File: config.mk
export PLATFORM = sky130hd
export DESIGN_NAME = aer_err_classifier
export DESIGN_NICKNAME = d
export VERILOG_FILES = /design/src/rtl/aer_cls_pkg.sv /design/src/rtl/aer_evt_decode.sv /design/src/rtl/aer_evt_route.sv /design/src/rtl/aer_err_classifier.sv
export SDC_FILE = /design/constraint.sdc
export NUM_CORES = 1
export LEC_CHECK = 0
export ABC_AREA = 0
export BUFFER_PORTS_ARGS = -buffer_cell sky130_fd_sc_hd__buf_2
export CAP_MARGIN = 40
export CORE_MARGIN = 2
export CORE_UTILIZATION = 40
export DETAILED_ROUTE_END_ITERATION = 10
export PLACE_DENSITY = 0.78
export REMOVE_ABC_BUFFERS = 1
export SLEW_MARGIN = 20
export SYNTH_ARGS = -nofsm -noshare
export SYNTH_HDL_FRONTEND = slang
export SYNTH_SLANG_ARGS = --single-unit
File: constraint.sdc
create_clock -name clk -period 3.3 [get_ports clk]
set_input_delay 0.33 -clock clk [delete_from_list [all_inputs] [get_ports clk]]
set_output_delay 0.33 -clock clk [all_outputs]
set_load 0.005 [all_outputs]
File: src/rtl/aer_cls_pkg.sv
`timescale 1ns/1ps
package aer_cls_pkg;

    localparam int STAT_W = 32;
    localparam int IDX_W  = $clog2(STAT_W);
    localparam int DEV_W  = 4;

    // Bit positions that software decodes; they must stay where they are.
    localparam int UNC_UR_BIT  = 20;
    localparam int COR_ADV_BIT = 13;
    localparam int COR_HLO_BIT = 15;

    localparam int DEV_COR = 0;
    localparam int DEV_NF  = 1;
    localparam int DEV_FAT = 2;
    localparam int DEV_UR  = 3;

    localparam logic [STAT_W-1:0] COR_SUPPORTED = 32'h0000_F1C1;
    localparam logic [STAT_W-1:0] UNC_SUPPORTED = 32'h03FF_F031;

    typedef enum logic [1:0] {
        SEV_COR      = 2'd0,
        SEV_NONFATAL = 2'd1,
        SEV_FATAL    = 2'd2
    } sev_e;

    typedef struct packed {
        logic [STAT_W-1:0] status;
        logic              corr;
        logic              adv;
    } evt_t;

    typedef struct packed {
        logic              ok;
        logic [STAT_W-1:0] bitv;
        logic [IDX_W-1:0]  idx;
        logic              fatal;
        logic              ur;
    } cls_t;

    typedef struct packed {
        logic [DEV_W-1:0]  dev_set;
        logic [STAT_W-1:0] cor_set;
        logic [STAT_W-1:0] unc_set;
        logic              log_req;
        logic              msg_en;
        sev_e              sev;
    } act_t;

    function automatic logic is_single(input logic [STAT_W-1:0] v);
        return (v != '0) && ((v & (v - 1'b1)) == '0);
    endfunction

    function automatic logic [IDX_W-1:0] bit_index(input logic [STAT_W-1:0] v);
        logic [IDX_W-1:0] r;
        r = '0;
        for (int i = 0; i < STAT_W; i++) begin
            if (v[i]) r = IDX_W'(i);
        end
        return r;
    endfunction

endpackage

File: src/rtl/aer_evt_decode.sv
`timescale 1ns/1ps
module aer_evt_decode
    import aer_cls_pkg::*;
(
    input  evt_t              evt,
    input  logic [STAT_W-1:0] unc_sev,
    output cls_t              cls
);

    logic [STAT_W-1:0] kept;

    always_comb begin
        kept      = evt.status & (evt.corr ? COR_SUPPORTED : UNC_SUPPORTED);
        cls.ok    = is_single(kept);
        cls.bitv  = kept;
        cls.idx   = bit_index(kept);
        cls.fatal = !evt.corr && ((kept & unc_sev) != '0);
        cls.ur    = !evt.corr && kept[UNC_UR_BIT];
    end

endmodule

File: src/rtl/aer_evt_route.sv
`timescale 1ns/1ps
module aer_evt_route
    import aer_cls_pkg::*;
(
    input  logic              ok,
    input  logic              corr,
    input  logic              adv,
    input  logic [STAT_W-1:0] bitv,
    input  logic              fatal,
    input  logic              ur,
    input  logic [STAT_W-1:0] cor_mask,
    input  logic [STAT_W-1:0] unc_mask,
    input  logic              ctl_cor_en,
    input  logic              ctl_nf_en,
    input  logic              ctl_fat_en,
    input  logic              ctl_ur_en,
    input  logic              ctl_serr_en,
    output act_t              act
);

    logic unc_masked;
    logic cor_masked;

    always_comb begin
        unc_masked = (bitv & unc_mask) != '0;
        cor_masked = (bitv & cor_mask) != '0;
        act        = '0;
        act.sev    = SEV_COR;
        if (ok) begin
            if (corr) begin
                act.dev_set[DEV_COR] = 1'b1;
                act.cor_set          = bitv;
                act.msg_en           = !cor_masked && ctl_cor_en;
            end else if (!fatal && adv) begin
                act.dev_set[DEV_COR]     = 1'b1;
                act.dev_set[DEV_UR]      = ur;
                act.cor_set[COR_ADV_BIT] = 1'b1;
                if (!cor_mask[COR_ADV_BIT]) begin
                    if (!unc_masked) begin
                        act.log_req = 1'b1;
                        act.unc_set = bitv;
                    end
                    act.msg_en = ctl_cor_en && (!ur || ctl_ur_en);
                end
            end else begin
                act.dev_set[DEV_FAT] = fatal;
                act.dev_set[DEV_NF]  = !fatal;
                act.dev_set[DEV_UR]  = ur;
                act.unc_set          = bitv;
                if (!unc_masked) begin
                    act.log_req = 1'b1;
                    act.sev     = fatal ? SEV_FATAL : SEV_NONFATAL;
                    if (ur && !ctl_ur_en && !ctl_serr_en)
                        act.msg_en = 1'b0;
                    else if (fatal)
                        act.msg_en = ctl_serr_en || ctl_fat_en;
                    else
                        act.msg_en = ctl_serr_en || ctl_nf_en;
                end
            end
        end
    end

endmodule

File: src/rtl/aer_err_classifier.sv
`timescale 1ns/1ps
module aer_err_classifier
    import aer_cls_pkg::*;
#(
    parameter int SRC_W = 16
) (
    input  logic              clk,
    input  logic              rst,
    input  logic              req_valid,
    output logic              req_ready,
    input  logic [STAT_W-1:0] req_status,
    input  logic              req_corr,
    input  logic              req_adv,
    input  logic [SRC_W-1:0]  req_src,
    input  logic [STAT_W-1:0] cor_mask,
    input  logic [STAT_W-1:0] unc_mask,
    input  logic [STAT_W-1:0] unc_sev,
    input  logic              ctl_cor_en,
    input  logic              ctl_nf_en,
    input  logic              ctl_fat_en,
    input  logic              ctl_ur_en,
    input  logic              ctl_serr_en,
    input  logic              log_full,
    output logic [DEV_W-1:0]  dev_status,
    output logic [STAT_W-1:0] cor_status,
    output logic [STAT_W-1:0] unc_status,
    output logic              log_push,
    output logic [IDX_W-1:0]  log_idx,
    output logic              msg_valid,
    output logic [1:0]        msg_sev,
    output logic [SRC_W-1:0]  msg_src
);

    logic             pend;
    logic [SRC_W-1:0] pend_src;
    logic             fire;
    evt_t             evt_sel;
    logic [SRC_W-1:0] src_sel;
    cls_t             cls;
    act_t             act;

    assign req_ready = !pend;
    assign fire      = pend || req_valid;

    // The overflow follow-on takes priority over a new request.
    always_comb begin
        if (pend) begin
            evt_sel.status = STAT_W'(1) << COR_HLO_BIT;
            evt_sel.corr   = 1'b1;
            evt_sel.adv    = 1'b0;
            src_sel        = pend_src;
        end else begin
            evt_sel.status = req_status;
            evt_sel.corr   = req_corr;
            evt_sel.adv    = req_adv;
            src_sel        = req_src;
        end
    end

    aer_evt_decode u_decode (
        .evt     (evt_sel),
        .unc_sev (unc_sev),
        .cls     (cls)
    );

    aer_evt_route u_route (
        .ok          (cls.ok),
        .corr        (evt_sel.corr),
        .adv         (evt_sel.adv),
        .bitv        (cls.bitv),
        .fatal       (cls.fatal),
        .ur          (cls.ur),
        .cor_mask    (cor_mask),
        .unc_mask    (unc_mask),
        .ctl_cor_en  (ctl_cor_en),
        .ctl_nf_en   (ctl_nf_en),
        .ctl_fat_en  (ctl_fat_en),
        .ctl_ur_en   (ctl_ur_en),
        .ctl_serr_en (ctl_serr_en),
        .act         (act)
    );

    always_ff @(posedge clk) begin
        if (rst) begin
            pend       <= 1'b0;
            pend_src   <= '0;
            dev_status <= '0;
            cor_status <= '0;
            unc_status <= '0;
            log_push   <= 1'b0;
            log_idx    <= '0;
            msg_valid  <= 1'b0;
            msg_sev    <= 2'd0;
            msg_src    <= '0;
        end else begin
            msg_valid <= fire && act.msg_en;
            log_push  <= fire && act.log_req && !log_full;
            pend      <= fire && act.log_req && log_full;
            if (fire) begin
                dev_status <= dev_status | act.dev_set;
                cor_status <= cor_status | act.cor_set;
                unc_status <= unc_status | act.unc_set;
                log_idx    <= cls.idx;
                msg_sev    <= act.sev;
                msg_src    <= src_sel;
                pend_src   <= src_sel;
            end
        end
    end

endmodule

==> out/results.tsv <==
metric	value	unit
crit_type	reg -> reg	
rows	34	
dr.pass1.iters	6	
ys_seq_area_share	38.92	%
first_iter_violations	283	
required	3550	ps
finClkSkew	16.28	ps
crit_path_top_delay_cell	or3_1	
cts_resized	0	
powerDensity	415.3	nW/um^2
die_area	9777	sq um
coreArea	8721	sq um
synthTopCellsByArea	dfxtp_1 39%, a22o_1 5.4%, nand2_1 5.1%, buf_4 5.0%, a21oi_1 4.2%	
grt_max_degree	40	
drive_gt1_share	35.52	%
vias	3805	
tns	0	ps
clkSlewWorstSetupHoldPaths	90	ps
die-height	98.88	microns
maxSlewHeadroom	62.41	%
static-leakage-power	2.187	nW
post-route-drc-count	0	
clk_path_buf_depth	2	
synth_top_cell_by_area	dfxtp_1	
syn_avg_cell_area	8.473	sq um
hpwl	8599	microns
synth-async-reset-ratio	0	%
worstPathCellList	or3_1, a2111oi_4, nand4_1, a21oi_1, nand3_1, or3_1, nor3_1	
numCtsBuffers	9	
drv_slew	0	
fmax	0.3562	GHz
cts_setup_buffers	0	
worstMarginPinSlew	563.9	ps
synth_seq_cells	70	
rsz0062_at_grt	no	
max-vdd-ir-drop	0.1588	mV
ios	249	
die_x	98.88	microns
synth_commonest_cells	70 x dfxtp_1, 49 x nand2_1, 30 x a21oi_1	
synthCells	425	
drtAntennaViolNets	0	
setup_viol	0	
period_share	85.08	%
fin_util	52.96	%
place.gp.congestion	0.9205	
syn_area	3601	sq um
avgViaCountPerCell	5.531	
start_kind	flip-flop	
root_buffer	clkbuf_8	
clkSinkCount	70	
grt_usage	23.16	%
cts_tree	yes	
antenna_found_initial	0	
synth.most_common_cell	dfxtp_1	
ys.warnings.count	0	
ys_types	61	
synth_enable_flop_cells	0	
cap_violations	0	
floorplan.initialDensity	41.29	%
htreeDepth	3	
path_max_fanout	12	
cts_hold_buf	0	
run_status	complete, no violations	
antenna_cells	0	
fin_crit	2808	ps
nets	730	
synth_top_area_share	38.92	%
crit_top_cell	or3_1	
routedWlPerCell	16.70	microns
hp-class	in -> reg	
worstPathArrival	3060	ps
port_buffers	164	
area_growth	28.25	%
grt_pass1_vias	3562	
clk_latency	350	ps
worst_path_largest_cell_delay	480	ps
routed_wl	11490	microns
hold_viol_final	0	
synthFlopType	dfxtp_1	
crit_path_end_kind	flip-flop	
overflow	0	
grt_pass1_wl	17990	microns
layout by cell type, fill, tap and decap left out, types with 11 or more instances in the layout:
cell type,netlist,routed
buf_2,6,164
dfxtp_1,70,70
nand2_1,49,49
a21oi_1,30,30
nor2_1,24,24
conb_1,1,24
a22o_1,22,22
nor2b_1,20,20
inv_1,11,11
a22oi_1,11,11
state kept, by name (all words and copies together), names as in the netlist:
signal      cells
log_idx         5
log_push        1
cor_status     20
unc_status     20
pend_src       16
dev_status      4
msg_valid       1
pend            1
msg_sev         2
per-layer routing:
layer | up-vias | wire, microns | global-route usage, %
met5 | - | 0 | 0
met4 | 0 | 368 | 10.01
met3 | 29 | 995 | 5.603
met2 | 206 | 5118 | 37.11
met1 | 1755 | 5010 | 29.67
li1 | 1815 | - | -
critical path: cells and delay by family (launching register included):
| kind | cells | cell delay, ps |
|---|---|---|
| compound gates | 2 | 750 |
| flops | 1 | 440 |
| simple gates | 5 | 1510 |
kinds of logic (layout without fill, tap and decap cells):
logic type,after synthesis,in the layout,share of synthesized area [%]
AOI/OAI and AO/OA,133,133,28.46
buffers and inverters,70,202,10.63
DFF,70,70,38.92
muxes,2,2,0.5907
other,1,24,0.1041
and+or+nand+nor,149,149,21.30
stage by stage:
| step | hold slack [ps] | power, mW | area (sq um) | cells | setup WS (ps) |
|---|---|---|---|---|---|
| 3_5_place_dp | 446.8 | 1.165 | 4397 | 672 | 498.8 |
| 2_1_floorplan | 399.1 | 1.007 | 3346 | 389 | 593.3 |
| 3_3_place_gp | 438.4 | 1.158 | 4389 | 671 | 500.5 |
| 6_report | 162.5 | 1.918 | 4618 | 688 | 492.2 |
| 4_1_cts | 153.5 | 1.938 | 4618 | 688 | 566.4 |
| 5_1_grt | 154.1 | 2.011 | 4618 | 688 | 270.4 |
area by class of cell:
class	instances	area, sq um
Clock buffer	9	123.9
Clock inverter	7	97.59
Fill cell	815	4103
Inverter	11	41.29
Multi-Input combinational cell	308	1903
Sequential cell	70	1401
Tap cell	108	135.1
Timing Repair Buffer	175	915.9
report_power, final:
part | switching (mW) | total [mW] | leakage, nW | internal (mW)
clock network | 0.340 | 0.768 | 0.106 | 0.428
registers | 0.00708 | 0.867 | 0.568 | 0.859
logic | 0.173 | 0.283 | 1.51 | 0.110
worst paths after layout:
kind | from | slack (ps) | end | cells past startpoint
min | log_full | 160 | log_push | 2
min reg2reg | pend_src[2] | 460 | pend_src[2] | 2
max reg2reg | pend | 490 | pend | 7
max | pend | 490 | pend | 7
(Power assumes the default switching activity.)
